$ cat src/rtl/vbyte_lshift_pkg.sv
package vbyte_lshift_pkg;
  localparam int VEC_W  = 128;
  localparam int LANE_W = 8;
  localparam int INSTR_W = 32;

  typedef struct packed {
    logic load;
    logic flagIllegal;
  } ctrlStrobes_t;
endpackage

$ cat src/rtl/vbyte_lshift_ctrl.sv
module vbyte_lshift_ctrl
  import vbyte_lshift_pkg::*;
#(
  parameter int INSTR_WIDTH = INSTR_W,
  parameter int PRIMARY_OPC = 4,
  parameter int EXT_OPC     = 'h744
) (
  input  logic                   clk,
  input  logic                   rst,
  input  logic                   inValid,
  input  logic [INSTR_WIDTH-1:0] instr,
  input  logic                   featEn,
  output ctrlStrobes_t           strb,
  output logic                   resValid,
  output logic                   illegal
);
  localparam int OPC_W = 6;
  localparam int XO_W  = 11;

  logic opcHit;
  logic xoHit;
  logic isMine;

  assign opcHit = instr[INSTR_WIDTH-1 -: OPC_W] == OPC_W'(PRIMARY_OPC);
  assign xoHit  = instr[XO_W-1:0] == XO_W'(EXT_OPC);
  assign isMine = inValid && opcHit && xoHit;

  always_comb begin
    strb.load        = isMine && featEn;
    strb.flagIllegal = isMine && !featEn;
  end

  always_ff @(posedge clk) begin
    if (rst) begin
      resValid <= 1'b0;
      illegal  <= 1'b0;
    end else begin
      resValid <= strb.load;
      illegal  <= strb.flagIllegal;
    end
  end


  a_r1_reset_clears: assert property (@(posedge clk) rst |=> (!resValid && !illegal));

  a_r2_valid_follows: assert property (@(posedge clk) disable iff (rst)
    (inValid && opcHit && xoHit && featEn) |=> resValid);

  a_r6_foreign_ignored: assert property (@(posedge clk) disable iff (rst)
    (!(opcHit && xoHit)) |=> (!resValid && !illegal));

  a_r7_flags_exclusive: assert property (@(posedge clk) disable iff (rst)
    !(resValid && illegal));

  a_r9_idle_quiet: assert property (@(posedge clk) disable iff (rst)
    !inValid |=> (!resValid && !illegal));
endmodule

$ cat src/rtl/vbyte_lshift_datapath.sv
module vbyte_lshift_datapath
  import vbyte_lshift_pkg::*;
#(
  parameter int VEC_WIDTH  = VEC_W,
  parameter int LANE_WIDTH = LANE_W
) (
  input  logic                 clk,
  input  logic                 rst,
  input  ctrlStrobes_t         strb,
  input  logic [VEC_WIDTH-1:0] dataIn,
  input  logic [VEC_WIDTH-1:0] ctrlIn,
  output logic [VEC_WIDTH-1:0] result
);
  localparam int LANES = VEC_WIDTH / LANE_WIDTH;
  localparam int CNT_W = $clog2(LANE_WIDTH);

  logic [VEC_WIDTH-1:0] laneRes;

  for (genvar i = 0; i < LANES; i++) begin : g_lane
    localparam int HI = VEC_WIDTH - 1 - i * LANE_WIDTH;
    logic [LANE_WIDTH-1:0]   curByte;
    logic [LANE_WIDTH-1:0]   nextByte;
    logic [CNT_W-1:0]        amt;
    logic [2*LANE_WIDTH-1:0] pair;

    assign curByte = dataIn[HI -: LANE_WIDTH];
    if (i == LANES - 1) begin : g_last
      assign nextByte = '0;
    end else begin : g_mid
      assign nextByte = dataIn[HI-LANE_WIDTH -: LANE_WIDTH];
    end
    assign amt  = ctrlIn[HI-LANE_WIDTH+1 +: CNT_W];
    assign pair = {curByte, nextByte} << amt;
    assign laneRes[HI -: LANE_WIDTH] = pair[2*LANE_WIDTH-1 -: LANE_WIDTH];
  end

  always_ff @(posedge clk) begin
    if (rst) begin
      result <= '0;
    end else if (strb.load) begin
      result <= laneRes;
    end
  end

  // nothing but an accepted op writes the result
  a_r7_no_write: assert property (@(posedge clk) disable iff (rst)
    !strb.load |=> $stable(result));
  // low bits of the last lane come only from zero fill
  a_r5_last_fill: assert property (@(posedge clk) disable iff (rst)
    strb.load |=> ((result[LANE_WIDTH-1:0] &
      ((LANE_WIDTH'(1) << $past(ctrlIn[CNT_W-1:0])) - LANE_WIDTH'(1))) == '0));
endmodule

$ cat src/rtl/vbyte_lshift_unit.sv
module vbyte_lshift_unit
  import vbyte_lshift_pkg::*;
(
  input  logic         clk,
  input  logic         rst,
  input  logic         inValid,
  input  logic [31:0]  instr,
  input  logic         featEn,
  input  logic [127:0] dataIn,
  input  logic [127:0] ctrlIn,
  output logic         resValid,
  output logic [127:0] result,
  output logic         illegal
);
  ctrlStrobes_t strb;

  vbyte_lshift_ctrl #(
    .INSTR_WIDTH(INSTR_W)
  ) u_ctrl (
    .clk(clk), .rst(rst), .inValid(inValid), .instr(instr), .featEn(featEn),
    .strb(strb), .resValid(resValid), .illegal(illegal)
  );

  vbyte_lshift_datapath #(
    .VEC_WIDTH(VEC_W), .LANE_WIDTH(LANE_W)
  ) u_dp (
    .clk(clk), .rst(rst), .strb(strb), .dataIn(dataIn), .ctrlIn(ctrlIn),
    .result(result)
  );
endmodule

$ cat config.mk
export PLATFORM = sky130hd
export DESIGN_NAME = vbyte_lshift_unit
export DESIGN_NICKNAME = d
export VERILOG_FILES = /design/src/rtl/vbyte_lshift_pkg.sv /design/src/rtl/vbyte_lshift_ctrl.sv /design/src/rtl/vbyte_lshift_datapath.sv /design/src/rtl/vbyte_lshift_unit.sv
export SDC_FILE = /design/constraint.sdc
export NUM_CORES = 1
export LEC_CHECK = 0
export BUFFER_PORTS_ARGS = -buffer_cell sky130_fd_sc_hd__buf_2
export CORE_AREA = 2 2 163 165
export CTS_CLUSTER_SIZE = 25
export DETAILED_ROUTE_END_ITERATION = 8
export DIE_AREA = 0 0 165 167
export MAX_ROUTING_LAYER = met4
export PLACE_DENSITY_LB_ADDON = 0.12
export SETUP_SLACK_MARGIN = 0.4
export SYNTH_ARGS = -nofsm -noshare
export SYNTH_HDL_FRONTEND = slang
export SYNTH_SLANG_ARGS = --single-unit
$ cat constraint.sdc
create_clock -name clk -period 3.86 [get_ports clk]
set_input_delay 1.158 -clock clk [delete_from_list [all_inputs] [get_ports clk]]
set_output_delay 1.158 -clock clk [all_outputs]
set_load 0.02 [all_outputs]
==> results of run 1 <==
## path summary, 6_finish.rpt
kind / slack (ns) / endpoint / start
min: 0.46 / u_dp.result[98] / u_dp.result[98]
min reg2reg: 0.46 / u_dp.result[98] / u_dp.result[98]
max reg2reg: 3.23 / u_dp.result[11] / u_dp.result[11]
max: 1.26 / u_dp.result[95] / instr[28]
## layer usage
layer	vias up	track usage [%]
met5	-	-
met4	0	5.028
met3	30	3.861
met2	288	33.19
met1	4305	28.73
li1	4517	-
## power by group through the flow
stage	registers (W)	logic (W)	clock network (W)
CTS	0.00134	0.000880	0.00177
finish	0.00134	0.000883	0.00173
global placement	0.00137	0.000874	0
detailed placement	0.00137	0.000876	0
global route	0.00134	0.000967	0.00182
floorplan	0.00137	0.000616	0
## through the flow
stage	util, %	cells	power, W	setup WS, ns	hold WS, ns
5_1_grt	48.21	1606	0.004128	1.170	0.4732
4_1_cts	48.20	1605	0.003989	1.268	0.4642
6_report	48.21	1606	0.003950	1.265	0.4590
3_5_place_dp	45.82	1574	0.002248	0.8258	0.4431
2_1_floorplan	-	995	0.001987	1.332	0.5423
3_3_place_gp	45.82	1574	0.002245	0.8267	0.4404
## worst max-delay path: stages
cell       delay, ns
buf_2           0.09
and4bb_1        0.21
and4_1          0.30
a21oi_4         0.59
buf_4           0.41
o2bb2ai_1       0.15
## Yosys cell counts
cell type,count,area [sq um]
nor2_1,8,30.03
buf_2,32,160.2
a22oi_1,8,60.06
nand2_1,35,131.4
a211oi_1,1,7.510
buf_6,14,157.7
nor3b_1,1,7.510
clkbuf_1,27,101.4
o2bb2ai_1,43,376.6
dfxtp_1,130,2603
nand3_1,9,45.04
buf_1,11,41.29
a22o_1,11,96.34
o211ai_1,4,30.03
nor4_1,1,6.260
nor4b_2,1,15.01
a221oi_1,4,35.03
a21o_1,1,7.510
o2bb2ai_2,70,1051
mux4_2,33,743.2
nand4b_1,1,8.760
a221o_1,9,90.09
o21ai_0,8,40.04
mux2_2,24,270.3
nand4_1,5,31.28
inv_1,17,63.81
buf_4,4,30.03
a222oi_1,1,10.01
mux2i_1,252,2522
and4bb_1,1,12.51
o221ai_1,6,52.55
nor2b_1,7,43.79
and4_1,1,8.760
nand2b_1,27,168.9
o22ai_1,90,563.0
nor2_4,1,11.26
a21oi_2,1,8.760
and2_1,1,6.260
a21oi_1,79,395.4
or2_2,13,81.33
or4_4,1,11.26
nand3b_4,1,20.02
o311a_1,1,10.01
## cell type report
class                      instances  area (sq um)
fill                            2506         13340
multi-input combinational        760          7017
sequential                       130          2603
timing repair buffer             332          1702
clock buffer                      22         484.2
tap                              335         419.2
clock inverter                     9         128.9
inverter                          17         63.81
antenna                            1         2.502
## state kept, by name, indices dropped and copies added, names as in the netlist
| name | cells |
|---|---|
| u_dp.result | 128 |
| u_ctrl.illegal | 1 |
| u_ctrl.resValid | 1 |
## cells by family (layout without fill, tap and decap cells)
family / Yosys count / after routing
mux: 309 / 309
buf+inv: 105 / 380
simple gates: 114 / 114
flops: 130 / 130
compound gates: 337 / 337
other cells: 0 / 1
==> flow_summary.json, run 1 <==
{
  "outcome": "complete, no violations",
  "grt_max_degree": 64,
  "syn_nets": 1287,
  "period_minus_slack_ns": 2.595,
  "synth_area_sq_um": 10170,
  "placed_area_sq_um": 11800,
  "p_leak_nw": 5.684,
  "clock_latency_ns": 0.41,
  "die-area_sq_um": 27560,
  "pwr-share-seq_pct": 34.0,
  "switchingPower_w": 0.001135,
  "cts_tree": "built",
  "intPower_w": 0.002815,
  "ys_ff_latch": 130,
  "worstSetupPathType": "input port to register",
  "power.density_nw_per_um2": 318.1,
  "layout_common_cells": "buf_2, mux2i_1, dfxtp_1",
  "critPathMaxFanout": 23,
  "start_util_pct": 39.46,
  "synth-simple-area-share_pct": 6.289,
  "clock-sinks": 130,
  "grt_overflow": 0,
  "fin_nets": 1550,
  "routed-via-count": 9140,
  "hp-class": "register to register",
  "finalHoldViolCount": 0,
  "drive_gt1_share_pct": 39.92,
  "maxUsedRoutingLayer": "met4",
  "cp-start-kind": "input port",
  "drcViolationCount": 0,
  "drv_cap": 0,
  "max_freq_ghz": 0.3853,
  "r2r_cells": 1,
  "rsz0062_at_grt": "false",
  "crit_path_end_kind": "register",
  "area_growth_pct": 22.17,
  "synthXorXnorAreaFrac_pct": 0,
  "final_common_cell": "buf_2",
  "cts.repair.resized": 0,
  "synthMuxAreaShare_pct": 34.78,
  "finClkSkew_ns": 0,
  "clkPwrFrac_pct": 43.7,
  "dieWidth_um": 165,
  "met2_length_um": 13510,
  "synth.avg_cell_area_sq_um": 10.22,
  "hpwl_um": 22450,
  "die_h_um": 167,
  "cp.required_ns": 4.20,
  "io_pins": 422,
  "wl_met3_um": 1600,
  "wl_met1_um": 14050,
  "min_path_cells": 1,
  "antenna_found_initial": 1,
  "core-area_sq_um": 25760,
  "ys_types": 43,
  "first_pass_iters": 4,
  "post-cts-setup-buffers": 0,
  "clk_pin_slew_ns": 0.06,
  "relSlewSlack_pct": 39.29,
  "wl_um": 29610,
  "synth_compound_area_share_pct": 27.88,
  "maxSlewViolCount": 0,
  "cts_buffers": 17,
  "place_congestion": 0.8710,
  "cts-root-buf": "clkbuf_16",
  "finalSetupViolations": 0,
  "yosys_warnings": 0,
  "synth_fa_ha_area_share_pct": 0,
  "swShare_pct": 28.74,
  "p_comb_share_pct": 22.4,
  "worst_pin_slew_ns": 0.9106,
  "cts_buffer_depth": 2,
  "avgRoutedWirePerCell_um": 18.44,
  "grt_pass1_wl_um": 46280,
  "h-tree-depth": 4,
  "grt_usage_pct": 21.34,
  "rows": 59,
  "min_period_over_period_pct": 67.24,
  "first_iter_violations": 569,
  "ys_seq_area_share_pct": 25.60,
  "postRouteAntennaNets": 0,
  "holdBufCountCts": 0,
  "fin_tns_setup_ns": 0,
  "synthCells": 995,
  "synth_top_family_by_area": "multiplexers",
  "critPathArrivalTime_ns": 2.93,
  "grt_pass1_vias": 8921,
  "stdcell_area_sq_um": 12420,
  "avgViaCountPerCell": 5.691,
  "io_buffers": 326,
  "peakVddDrop_v": 0.0002352
}
No activity file was read; power rests on OpenSTA's default activity.
==> run 2: changes to the inputs <==
==> constraint.sdc (replaced) <==
create_clock -name clk -period 2.4 [get_ports clk]
set_input_delay 0.72 -clock clk [delete_from_list [all_inputs] [get_ports clk]]
set_output_delay 0.72 -clock clk [all_outputs]
set_load 0.02 [all_outputs]
==> flow_summary.json, run 2 (synthesis results as in run 1) <==
{
  "power.density_nw_per_um2": 495.2,
  "worstSetupPathType": "input port to register",
  "cp.required_ns": 2.70,
  "critPathMaxFanout": 15,
  "cts_buffer_depth": 2,
  "p_leak_nw": 5.792,
  "path_cells": "buf_2 -> or4_4 -> nor2_4 -> a21oi_4 -> buf_12 -> buf_12 -> o2bb2ai_2",
  "core-area_sq_um": 25760,
  "cp-start-kind": "input port",
  "clock_latency_ns": 0.41,
  "drv_cap": 0,
  "min_period_over_period_pct": 78.95,
  "reg.largest.list": "u_dp.result: 128 flops, u_ctrl.illegal: 1 flops, u_ctrl.resValid: 1 flops",
  "worst_slack_ns": 0.5052,
  "finalSetupViolations": 0,
  "outcome": "complete, no violations",
  "cts_tree": "built",
  "drive_gt1_share_pct": 40.85,
  "clk_pin_slew_ns": 0.06,
  "cpMostUsedCell": "buf_12",
  "grt_pass1_wl_um": 47710,
  "crit_path_end_kind": "register",
  "crit_slowest_cell": "or4_4",
  "postRouteAntennaNets": 0,
  "place_congestion": 0.9273,
  "wl_um": 30300,
  "layout_common_cells": "buf_2, mux2i_1, dfxtp_1",
  "holdBufCountCts": 0,
  "finalHoldViolCount": 0,
  "cts.repair.resized": 0,
  "finClkSkew_ns": 0,
  "critPathArrivalTime_ns": 2.20,
  "post-cts-setup-buffers": 0,
  "fin_nets": 1570,
  "cts-root-buf": "clkbuf_16",
  "avgViaCountPerCell": 5.678,
  "utilization_pct": 49.07,
  "first_iter_violations": 676,
  "final_common_cell": "buf_2",
  "grt_overflow": 0,
  "first_pass_iters": 5,
  "start_util_pct": 39.46,
  "rows": 59,
  "drcViolationCount": 0,
  "maxSlewViolCount": 0,
  "hpwl_um": 23150,
  "relSlewSlack_pct": 61.82,
  "worst_pin_slew_ns": 0.5716,
  "h-tree-depth": 4,
  "peakVddDrop_v": 0.0003625,
  "antenna_found_initial": 4,
  "cts_buffers": 17,
  "avgRoutedWirePerCell_um": 18.60,
  "grt_usage_pct": 22.17,
  "r2r_cells": 1,
  "clock-sinks": 130,
  "io_buffers": 326,
  "min_path_cells": 1,
  "period_minus_slack_ns": 1.895,
  "grt_pass1_vias": 8993,
  "grt_max_degree": 45,
  "area_growth_pct": 24.36,
  "max_freq_ghz": 0.5278,
  "largest_reg_flops": 128,
  "dp_slack_ns": 0.06410,
  "largest_register": "u_dp.result",
  "dieWidth_um": 165,
  "rsz0062_at_grt": "false",
  "die_h_um": 167,
  "hp-class": "register to register",
  "routed-via-count": 9250,
  "io_pins": 422,
  "die-area_sq_um": 27560,
  "critical-path-max-stage-delay_ns": 0.54,
  "fin_tns_setup_ns": 0
}
==> run 2: worst paths after layout <==
kind | end | from | slack (ns)
hold / removal | u_dp.result[100] | u_dp.result[100] | 0.46
setup reg to reg | u_dp.result[17] | u_dp.result[17] | 1.75
setup / recovery | u_dp.result[47] | instr[30] | 0.51
hold reg to reg | u_dp.result[100] | u_dp.result[100] | 0.46
==> run 2: report_power, final <==
| part | total (W) | switching [W] | internal, W |
|---|---|---|---|
| combinational | 0.00145 | 0.000798 | 0.000657 |
| clock | 0.00265 | 0.00109 | 0.00156 |
| sequential | 0.00216 | 0.00000000296 | 0.00216 |
==> run 2: layer usage <==
layer	global-route usage, %	routed length, um	up-vias
li1	-	-	4549
met1	29.21	13920	4404
met2	33.88	13890	275
met3	6.750	2193	22
met4	3.856	291	0
met5	-	0	-
==> run 2: final cells by class <==
class / count / area, sq um
Fill cell: 2438 / 13120
Multi-Input combinational cell: 760 / 7017
Sequential cell: 130 / 2603
Timing Repair Buffer: 352 / 1952
Clock buffer: 19 / 442.9
Tap cell: 335 / 419.2
Clock inverter: 12 / 135.1
Inverter: 17 / 63.81
Antenna cell: 4 / 10.01
==> run 2: stage by stage <==
| stage | std cells | total power (W) | area (sq um) | hold WS, ns |
|---|---|---|---|---|
| 2_1_floorplan | 995 | 0.003199 | 10190 | 0.5423 |
| 3_3_place_gp | 1594 | 0.003644 | 12050 | 0.4410 |
| 3_5_place_dp | 1594 | 0.003650 | 12050 | 0.4409 |
| 4_1_cts | 1625 | 0.006328 | 12630 | 0.4535 |
| 5_1_grt | 1629 | 0.006554 | 12640 | 0.4627 |
| 6_report | 1629 | 0.006261 | 12640 | 0.4576 |
==> run 2: worst max-delay path: cells and delay by family <==
family	cells	cell delay, ns
AND/OR/NAND/NOR	2	0.78
AO/OA/AOI/OAI	2	0.25
buffers and inverters	3	0.42
